$ cat src/rtl/mon_scan_pkg.sv
package mon_scan_pkg;
  localparam int unsigned WORD_W = 16;
  localparam int unsigned ADDR_W = 4;
  typedef logic [WORD_W-1:0] mon_word_t;
  typedef logic [ADDR_W-1:0] mon_idx_t;

  function automatic mon_idx_t next_idx(input mon_idx_t cur);
    return mon_idx_t'(cur + 1'b1);
  endfunction

  function automatic logic byte_short(input logic [7:0] b);
    return (b != 8'hFF);
  endfunction
endpackage

$ cat src/rtl/scan_timer.sv
module scan_timer #(
  parameter int unsigned STEP_CYC   = 2500,
  parameter int unsigned SETTLE_CYC = 2000
) (
  input  logic                  clk,
  input  logic                  rst_n,
  input  logic                  en,
  output mon_scan_pkg::mon_idx_t sel,
  output logic                  cap_evt,
  output logic                  step_evt
);
  import mon_scan_pkg::*;
  localparam int unsigned CW = (STEP_CYC > 2) ? $clog2(STEP_CYC) : 1;
  localparam logic [CW-1:0] LAST_C   = CW'(STEP_CYC - 1);
  localparam logic [CW-1:0] SETTLE_C = CW'(SETTLE_CYC - 1);

  logic [CW-1:0] cnt_q;
  mon_idx_t      sel_q;

  assign step_evt = en && (cnt_q == LAST_C);
  assign cap_evt  = en && (cnt_q == SETTLE_C);
  assign sel      = sel_q;

  always_ff @(posedge clk or negedge rst_n) begin
    if (!rst_n) begin
      cnt_q <= '0;
      sel_q <= '0;
    end else if (en) begin
      if (step_evt) begin
        cnt_q <= '0;
        sel_q <= next_idx(sel_q);
      end else begin
        cnt_q <= cnt_q + 1'b1;
      end
    end
  end


  hold_when_off_chk: assert property (@(posedge clk) disable iff (!rst_n)
    !en |=> $stable(sel_q));

  step_by_one_chk: assert property (@(posedge clk) disable iff (!rst_n)
    step_evt |=> (sel_q == next_idx($past(sel_q))));

  no_double_evt_chk: assert property (@(posedge clk) disable iff (!rst_n)
    !(cap_evt && step_evt));
endmodule

$ cat src/rtl/mon_cache.sv
module mon_cache (
  input  logic                   clk,
  input  logic                   rst_n,
  input  logic                   wr_en,
  input  mon_scan_pkg::mon_idx_t  wr_idx,
  input  mon_scan_pkg::mon_word_t wr_data,
  input  mon_scan_pkg::mon_idx_t  rd_idx,
  output mon_scan_pkg::mon_word_t rd_data,
  output mon_scan_pkg::mon_word_t word0
);
  import mon_scan_pkg::*;
  localparam int unsigned DEPTH = 1 << ADDR_W;

  mon_word_t ent_q [DEPTH];

  for (genvar g = 0; g < DEPTH; g++) begin : g_ent
    always_ff @(posedge clk or negedge rst_n) begin
      if (!rst_n) ent_q[g] <= '0;
      else if (wr_en && (wr_idx == mon_idx_t'(g))) ent_q[g] <= wr_data;
    end
  end

  assign rd_data = ent_q[rd_idx];
  assign word0   = ent_q[0];


  write_lands_chk: assert property (@(posedge clk) disable iff (!rst_n)
    (wr_en && rd_idx == wr_idx) ##1 (rd_idx == $past(rd_idx)) |-> rd_data == $past(wr_data));
endmodule

$ cat src/rtl/live_watch.sv
module live_watch #(
  parameter int unsigned LIMIT  = 80000,
  parameter bit          CHK_LO = 1'b0,
  parameter bit          CHK_HI = 1'b0
) (
  input  logic                   clk,
  input  logic                   rst_n,
  input  logic                   cap_evt,
  input  mon_scan_pkg::mon_word_t word0,
  output logic                   alive,
  output logic                   attn
);
  import mon_scan_pkg::*;
  localparam int unsigned WW = $clog2(LIMIT + 1);
  localparam logic [WW-1:0] LIM_C = WW'(LIMIT);

  logic [WW-1:0] idle_q;
  logic lo_bad, hi_bad;

  always_ff @(posedge clk or negedge rst_n) begin
    if (!rst_n)              idle_q <= '0;
    else if (cap_evt)        idle_q <= '0;
    else if (idle_q != LIM_C) idle_q <= idle_q + 1'b1;
  end

  assign alive = (idle_q != LIM_C);

  if (CHK_LO) begin : g_lo
    assign lo_bad = byte_short(word0[7:0]);
  end else begin : g_lo_off
    assign lo_bad = 1'b0;
  end
  if (CHK_HI) begin : g_hi
    assign hi_bad = byte_short(word0[15:8]);
  end else begin : g_hi_off
    assign hi_bad = 1'b0;
  end

  assign attn = !alive || lo_bad || hi_bad;


  revive_chk: assert property (@(posedge clk) disable iff (!rst_n)
    cap_evt |=> alive);

  dead_attn_chk: assert property (@(posedge clk) disable iff (!rst_n)
    !alive |-> attn);

  stay_dead_chk: assert property (@(posedge clk) disable iff (!rst_n)
    (!alive && !cap_evt) |=> !alive);
endmodule

$ cat src/rtl/mon_scan_top.sv
module mon_scan_top #(
  parameter int unsigned CLK_MHZ   = 250,
  parameter int unsigned STEP_US   = 10,
  parameter int unsigned SETTLE_US = 8,
  parameter bit          CHK_LO    = 1'b0,
  parameter bit          CHK_HI    = 1'b0
) (
  input  logic        clk,
  input  logic        rst_n,
  input  logic        scan_en,
  input  logic [15:0] mon_in,
  output logic [3:0]  mux_addr,
  input  logic [3:0]  rd_addr,
  output logic [15:0] rd_data,
  output logic        update_active,
  output logic        attn_req
);
  import mon_scan_pkg::*;
  localparam int unsigned STEP_CYC   = CLK_MHZ * STEP_US;
  localparam int unsigned SETTLE_CYC = CLK_MHZ * SETTLE_US;
  localparam int unsigned ROUND_CYC  = STEP_CYC * (1 << ADDR_W);
  localparam int unsigned WD_LIMIT   = 2 * ROUND_CYC;

  logic      cap_evt, step_evt;
  mon_idx_t  sel;
  mon_word_t word0;

  scan_timer #(.STEP_CYC(STEP_CYC), .SETTLE_CYC(SETTLE_CYC)) timer_i (
    .clk(clk), .rst_n(rst_n), .en(scan_en),
    .sel(sel), .cap_evt(cap_evt), .step_evt(step_evt));

  mon_cache cache_i (
    .clk(clk), .rst_n(rst_n), .wr_en(cap_evt), .wr_idx(sel),
    .wr_data(mon_in), .rd_idx(rd_addr), .rd_data(rd_data), .word0(word0));

  live_watch #(.LIMIT(WD_LIMIT), .CHK_LO(CHK_LO), .CHK_HI(CHK_HI)) watch_i (
    .clk(clk), .rst_n(rst_n), .cap_evt(cap_evt), .word0(word0),
    .alive(update_active), .attn(attn_req));

  assign mux_addr = sel;


  cap_needs_en_chk: assert property (@(posedge clk) disable iff (!rst_n)
    (cap_evt || step_evt) |-> scan_en);

  addr_moves_on_step_chk: assert property (@(posedge clk) disable iff (!rst_n)
    !step_evt |=> $stable(mux_addr));
endmodule

$ cat config.mk
export PLATFORM = sky130hd
export DESIGN_NAME = mon_scan_top
export DESIGN_NICKNAME = d
export VERILOG_FILES = /design/src/rtl/mon_scan_pkg.sv /design/src/rtl/scan_timer.sv /design/src/rtl/mon_cache.sv /design/src/rtl/live_watch.sv /design/src/rtl/mon_scan_top.sv
export SDC_FILE = /design/constraint.sdc
export NUM_CORES = 1
export LEC_CHECK = 0
export CORE_UTILIZATION = 26
export DETAILED_ROUTE_END_ITERATION = 8
export HOLD_SLACK_MARGIN = 0.05
export SLEW_MARGIN = 5
export SYNTH_ARGS = -nofsm -noshare
export SYNTH_HDL_FRONTEND = slang
export SYNTH_HIERARCHICAL = 1
export SYNTH_SLANG_ARGS = --single-unit
$ cat constraint.sdc
create_clock -name clk -period 4.1 [get_ports clk]
set_input_delay 0.82 -clock clk [delete_from_list [all_inputs] [get_ports clk]]
set_output_delay 0.82 -clock clk [all_outputs]
set_load 0.01 [all_outputs]
Word-level counts from Yosys, hierarchy flattened
Cells that the tools add are included.

Word-level logic and storage cells: 70. Output and inout port bits: 22. Bits of input ports: 23. Register bits after elaboration: 289.

Bitwise operators: 1. $add $sub $neg: 3. Order comparisons: 1. Muxes and demuxes: 6. Reductions and logical operators: 22. Equal/unequal tests: 18.

Operator list (number): binary-select mux 16 bit (select 4 bit) (1); 2-to-1 mux 17 bit (2); equality test 4 bit, second input constant (8); 2-to-1 mux 16 bit (2); logical AND 1 bit (18); adder 17 x 1 -> 17 bit, second input constant (1); inequality test 17 bit, second input constant (1); equality test 4 x 3 -> 1 bit, second input constant (4); adder 12 x 1 -> 12 bit, second input constant (1); equality test 12 x 11 -> 1 bit, second input constant (1); equality test 12 bit, second input constant (1); 2-to-1 mux 12 bit (1); equality test 4 x 2 -> 1 bit, second input constant (2); >= comparator 5 bit, second input constant (1); inverter 4 -> 5 bit (1); adder 4 x 1 -> 4 bit, second input constant (1); equality test 4 x 1 -> 1 bit, second input constant (1); logical NOT 4 bit (1); AND reduction 2 bit (1); nonzero test 2 bit (1); logical NOT 1 bit (1).

Logic depth before layout (Yosys ltp)
Depth after elaboration: 4. Mapped depth: 8. Depth with buffers taken out: 6.

Modules after synthesis
Netlist, hierarchy kept.

Modules (own cells, without submodules): mon_cache (times used 1, area an instance 11578.6 um^2, cells each 727); live_watch (times used 1, area an instance 934.6 um^2, cells each 101); scan_timer (times used 1, area an instance 778.2 um^2, cells each 67).

Worst setup path after synthesis
Ideal clock, no wire load.

Path kind: input port to output port. Start: input port rd_addr[0]. End: output port rd_data[10]. Data required time: 3280 ps. Arrival time: 2142 ps. Path slack: 1138 ps. Path buffers: 2. Stages: 5. Cells stage by stage: buf_2 > buf_2 > mux4_2 > a22oi_1 > nand2_1.

Cells in the longest elaborated chain, start to end: 4.

Ends and longest elaborated chain: start, declared (RTL line mon_scan_top.sv:13) `input logic [3:0] rd_addr,`; inverter 4 -> 5 bit (not written as such) (RTL line mon_cache.sv:23) `assign rd_data = ent_q[rd_idx];`; binary-select mux 16 bit (select 4 bit) (RTL line mon_cache.sv:23); 2-to-1 mux 16 bit (not written as such) (2 in series) (RTL line mon_cache.sv:23); end, declared (RTL line mon_scan_top.sv:14) `output logic [15:0] rd_data,`.

Every way passes these cells. The select of a mux whose other input is x is not followed.

Worst setup path in the final report
Start: register watch_i.idle_q[5]. End: output port attn_req.

Cells in the longest elaborated chain, start to end: 2.

Ends and longest elaborated chain: start, declared (RTL line live_watch.sv:17) `logic [WW-1:0] idle_q;`; start signal, assigned (RTL line live_watch.sv:23) `else if (idle_q != LIM_C) idle_q <= idle_q + 1'b1;`; inequality test 17 bit (RTL line live_watch.sv:26) `assign alive = (idle_q != LIM_C);`; logical NOT 1 bit (RTL line live_watch.sv:39) `assign attn = !alive || lo_bad || hi_bad;`; end, declared (RTL line mon_scan_top.sv:16) `output logic attn_req`.

Every way passes these cells.

==> flow_metrics.tcl <==
set metrics [dict create \
    setup_viol 0 \
    clock_skew_ns 0.0208 \
    crit_path_start_kind "flip-flop" \
    port_buffers 44 \
    clk_pin_slew_ns 0.06 \
    postSynthCellCount 879 \
    wire_per_inst_um 19.3 \
    first_iter_violations 518 \
    worst_slew_pin_slew_ns 0.824 \
    cpPeakStageDelay_ns 0.56 \
    postCtsHoldBufs 0 \
    p_leak_nw 7.28 \
    timing.hold.ws_ns 0.275 \
    cts_tree "built" \
    fin_util_pct 31.2 \
    grt_use_total_pct 12.6 \
    area_growth_pct 18.8 \
    n_fill_cell 5029 \
    cts_buffers 30 \
    antenna_found_initial 1 \
    drc 0 \
    finalWeightedCongestion 0.730 \
    finalNonFillerCells 1626 \
    start_util_pct 26.3 \
    clockRootBuffer "clkbuf_16" \
    relSlewSlack_pct 45.1 \
    layout_min_cycle_time_ns 3.65 \
    drive_gt1_share_pct 42.7 \
    status "finished clean" \
    critPathSlowestCell "clkdlybuf4s50_1" \
    syn_area_per_cell_um2 15.0 \
    wl_um 31400 \
    cts_resized 0 \
    die_h_um 227 \
    insertion_delay_ns 0.57 \
    syn_nets 906 \
    fin_crit_sh_pct 89.1 \
    report.final.slew_viol_count 0 \
    die_x_um 227 \
    die_area_um2 51600 \
    grt_pass1_vias 8190 \
    grt_overflow 0 \
    grt_max_degree 101 \
    rows 82 \
    cp_common_cell "or4_4" \
    postPlaceCellArea_um2 14600 \
    hp-class "in2async" \
    vdd_ir_drop_max_mv 0.306 \
    core_area_um2 50100 \
    setup_slack_ns 0.446 \
    crit_path_cell_trace "or4_4 -> or4_4 -> nor2_2 -> clkdlybuf4s50_1" \
    rsz0062_at_grt "no" \
    cp.arrival_ns 2.83 \
    worstPathMaxFanout 7 \
    nets 958 \
    pre_cts_ws_ns 0.441 \
    grt_pass1_wl_um 49700 \
    synthesis.area_um2 13200 \
    max_freq_ghz 0.274 \
    p_total_mw 5.98 \
    hold_viol 0 \
    hpwl_um 19600 \
    place_inst 1571 \
    worst-setup-path-type "reg2out" \
    path_buf_inv 1 \
    num_vias 7752 \
    fin_area_um2 15600 \
    drt_pass1_iterations 4 \
    crit_family "simple AND/OR/NAND/NOR gates" \
    tns_ns 0 \
    vias_per_cell 4.77 \
    cts_max_level 1 \
    powerDensity_nw_per_um2 382 \
    antenna_left 0 \
    maxCapViolCount 0 \
    io_pins 45 \
    cp-end-kind "output pin" \
    clock_sinks 289 \
    clockBufferDepth 3 \
    post_cts.repair.setup_buffers 0 \
    cp.required_ns 3.28 \
    synth_warnings 6 \
    antennaDiodeCount 0 \
]
## cells in the final DEF (no fill, tap or decap), types with 5 or more instances in the layout
| master | count |
|---|---|
| nor2_2 | 11 |
| nand4_1 | 10 |
| clkbuf_8 | 7 |
| a21oi_1 | 5 |
| a22oi_1 | 32 |
| buf_4 | 28 |
| or3_1 | 5 |
| mux2_1 | 30 |
| nor2_1 | 21 |
| xnor2_1 | 10 |
| clkinv_2 | 8 |
| dfrtp_1 | 289 |
| clkbuf_1 | 5 |
| nand2b_1 | 6 |
| nand2_1 | 28 |
| nand3_1 | 10 |
| and3_1 | 5 |
| buf_12 | 12 |
| clkbuf_16 | 31 |
| mux2_2 | 229 |
| clkdlybuf4s50_1 | 41 |
| mux4_2 | 64 |
| xor2_1 | 12 |
## per-layer routing
metal	vias to the layer above	wire length, um	track usage, %
met5	-	13	0
met4	2	499	2.40
met3	40	1440	2.28
met2	149	13500	18.3
met1	4182	15900	19.5
li1	3379	-	-
## layout make-up
cell class | count | area [um2] | share of cell area [%]
flip-flops and latches | 289 | 7230 | 46.2
multi-input cells | 523 | 5670 | 36.2
clock buffers | 43 | 891 | 5.69
repair buffers | 83 | 881 | 5.63
well taps | 672 | 841 | 5.37
clock inverters | 12 | 116 | 0.744
inverters | 4 | 15.0 | 0.0960
## worst paths after layout
kind                                                    start                              to  slack, ns  cells after the start
worst max register to register   timer_i/cnt_q[4]$_DFFE_PN0P_  cache_i/ent_q[120]$_DFFE_PN0P_       1.34                      6
worst max-delay path            watch_i/idle_q[5]$_DFFE_PN0P_                        attn_req       0.45                      4
max in group asynchronous                               rst_n   cache_i/ent_q[51]$_DFFE_PN0P_       2.81                      2
worst min register to register  timer_i/cnt_q[10]$_DFFE_PN0P_   timer_i/cnt_q[10]$_DFFE_PN0P_       0.49                      1
worst min-delay path                                    rst_n  cache_i/ent_q[193]$_DFFE_PN0P_       0.28                      1
min in group clk                timer_i/cnt_q[10]$_DFFE_PN0P_   timer_i/cnt_q[10]$_DFFE_PN0P_       0.49                      1
## sequential cells by signal, indices dropped and copies added (netlist names)
signal / count
cache_i/word0: 16
timer_i/cnt_q: 12
timer_i/sel: 4
watch_i/idle_q: 17
cache_i/ent_q: 240
## where the power goes
group          total, mW  internal, mW  leakage [nW]  switching (mW)
registers           2.92          2.88          4.01          0.0408
logic              0.295         0.109          2.77           0.186
clock network       2.76          1.63         0.502            1.13
(Power assumes the default switching activity.)
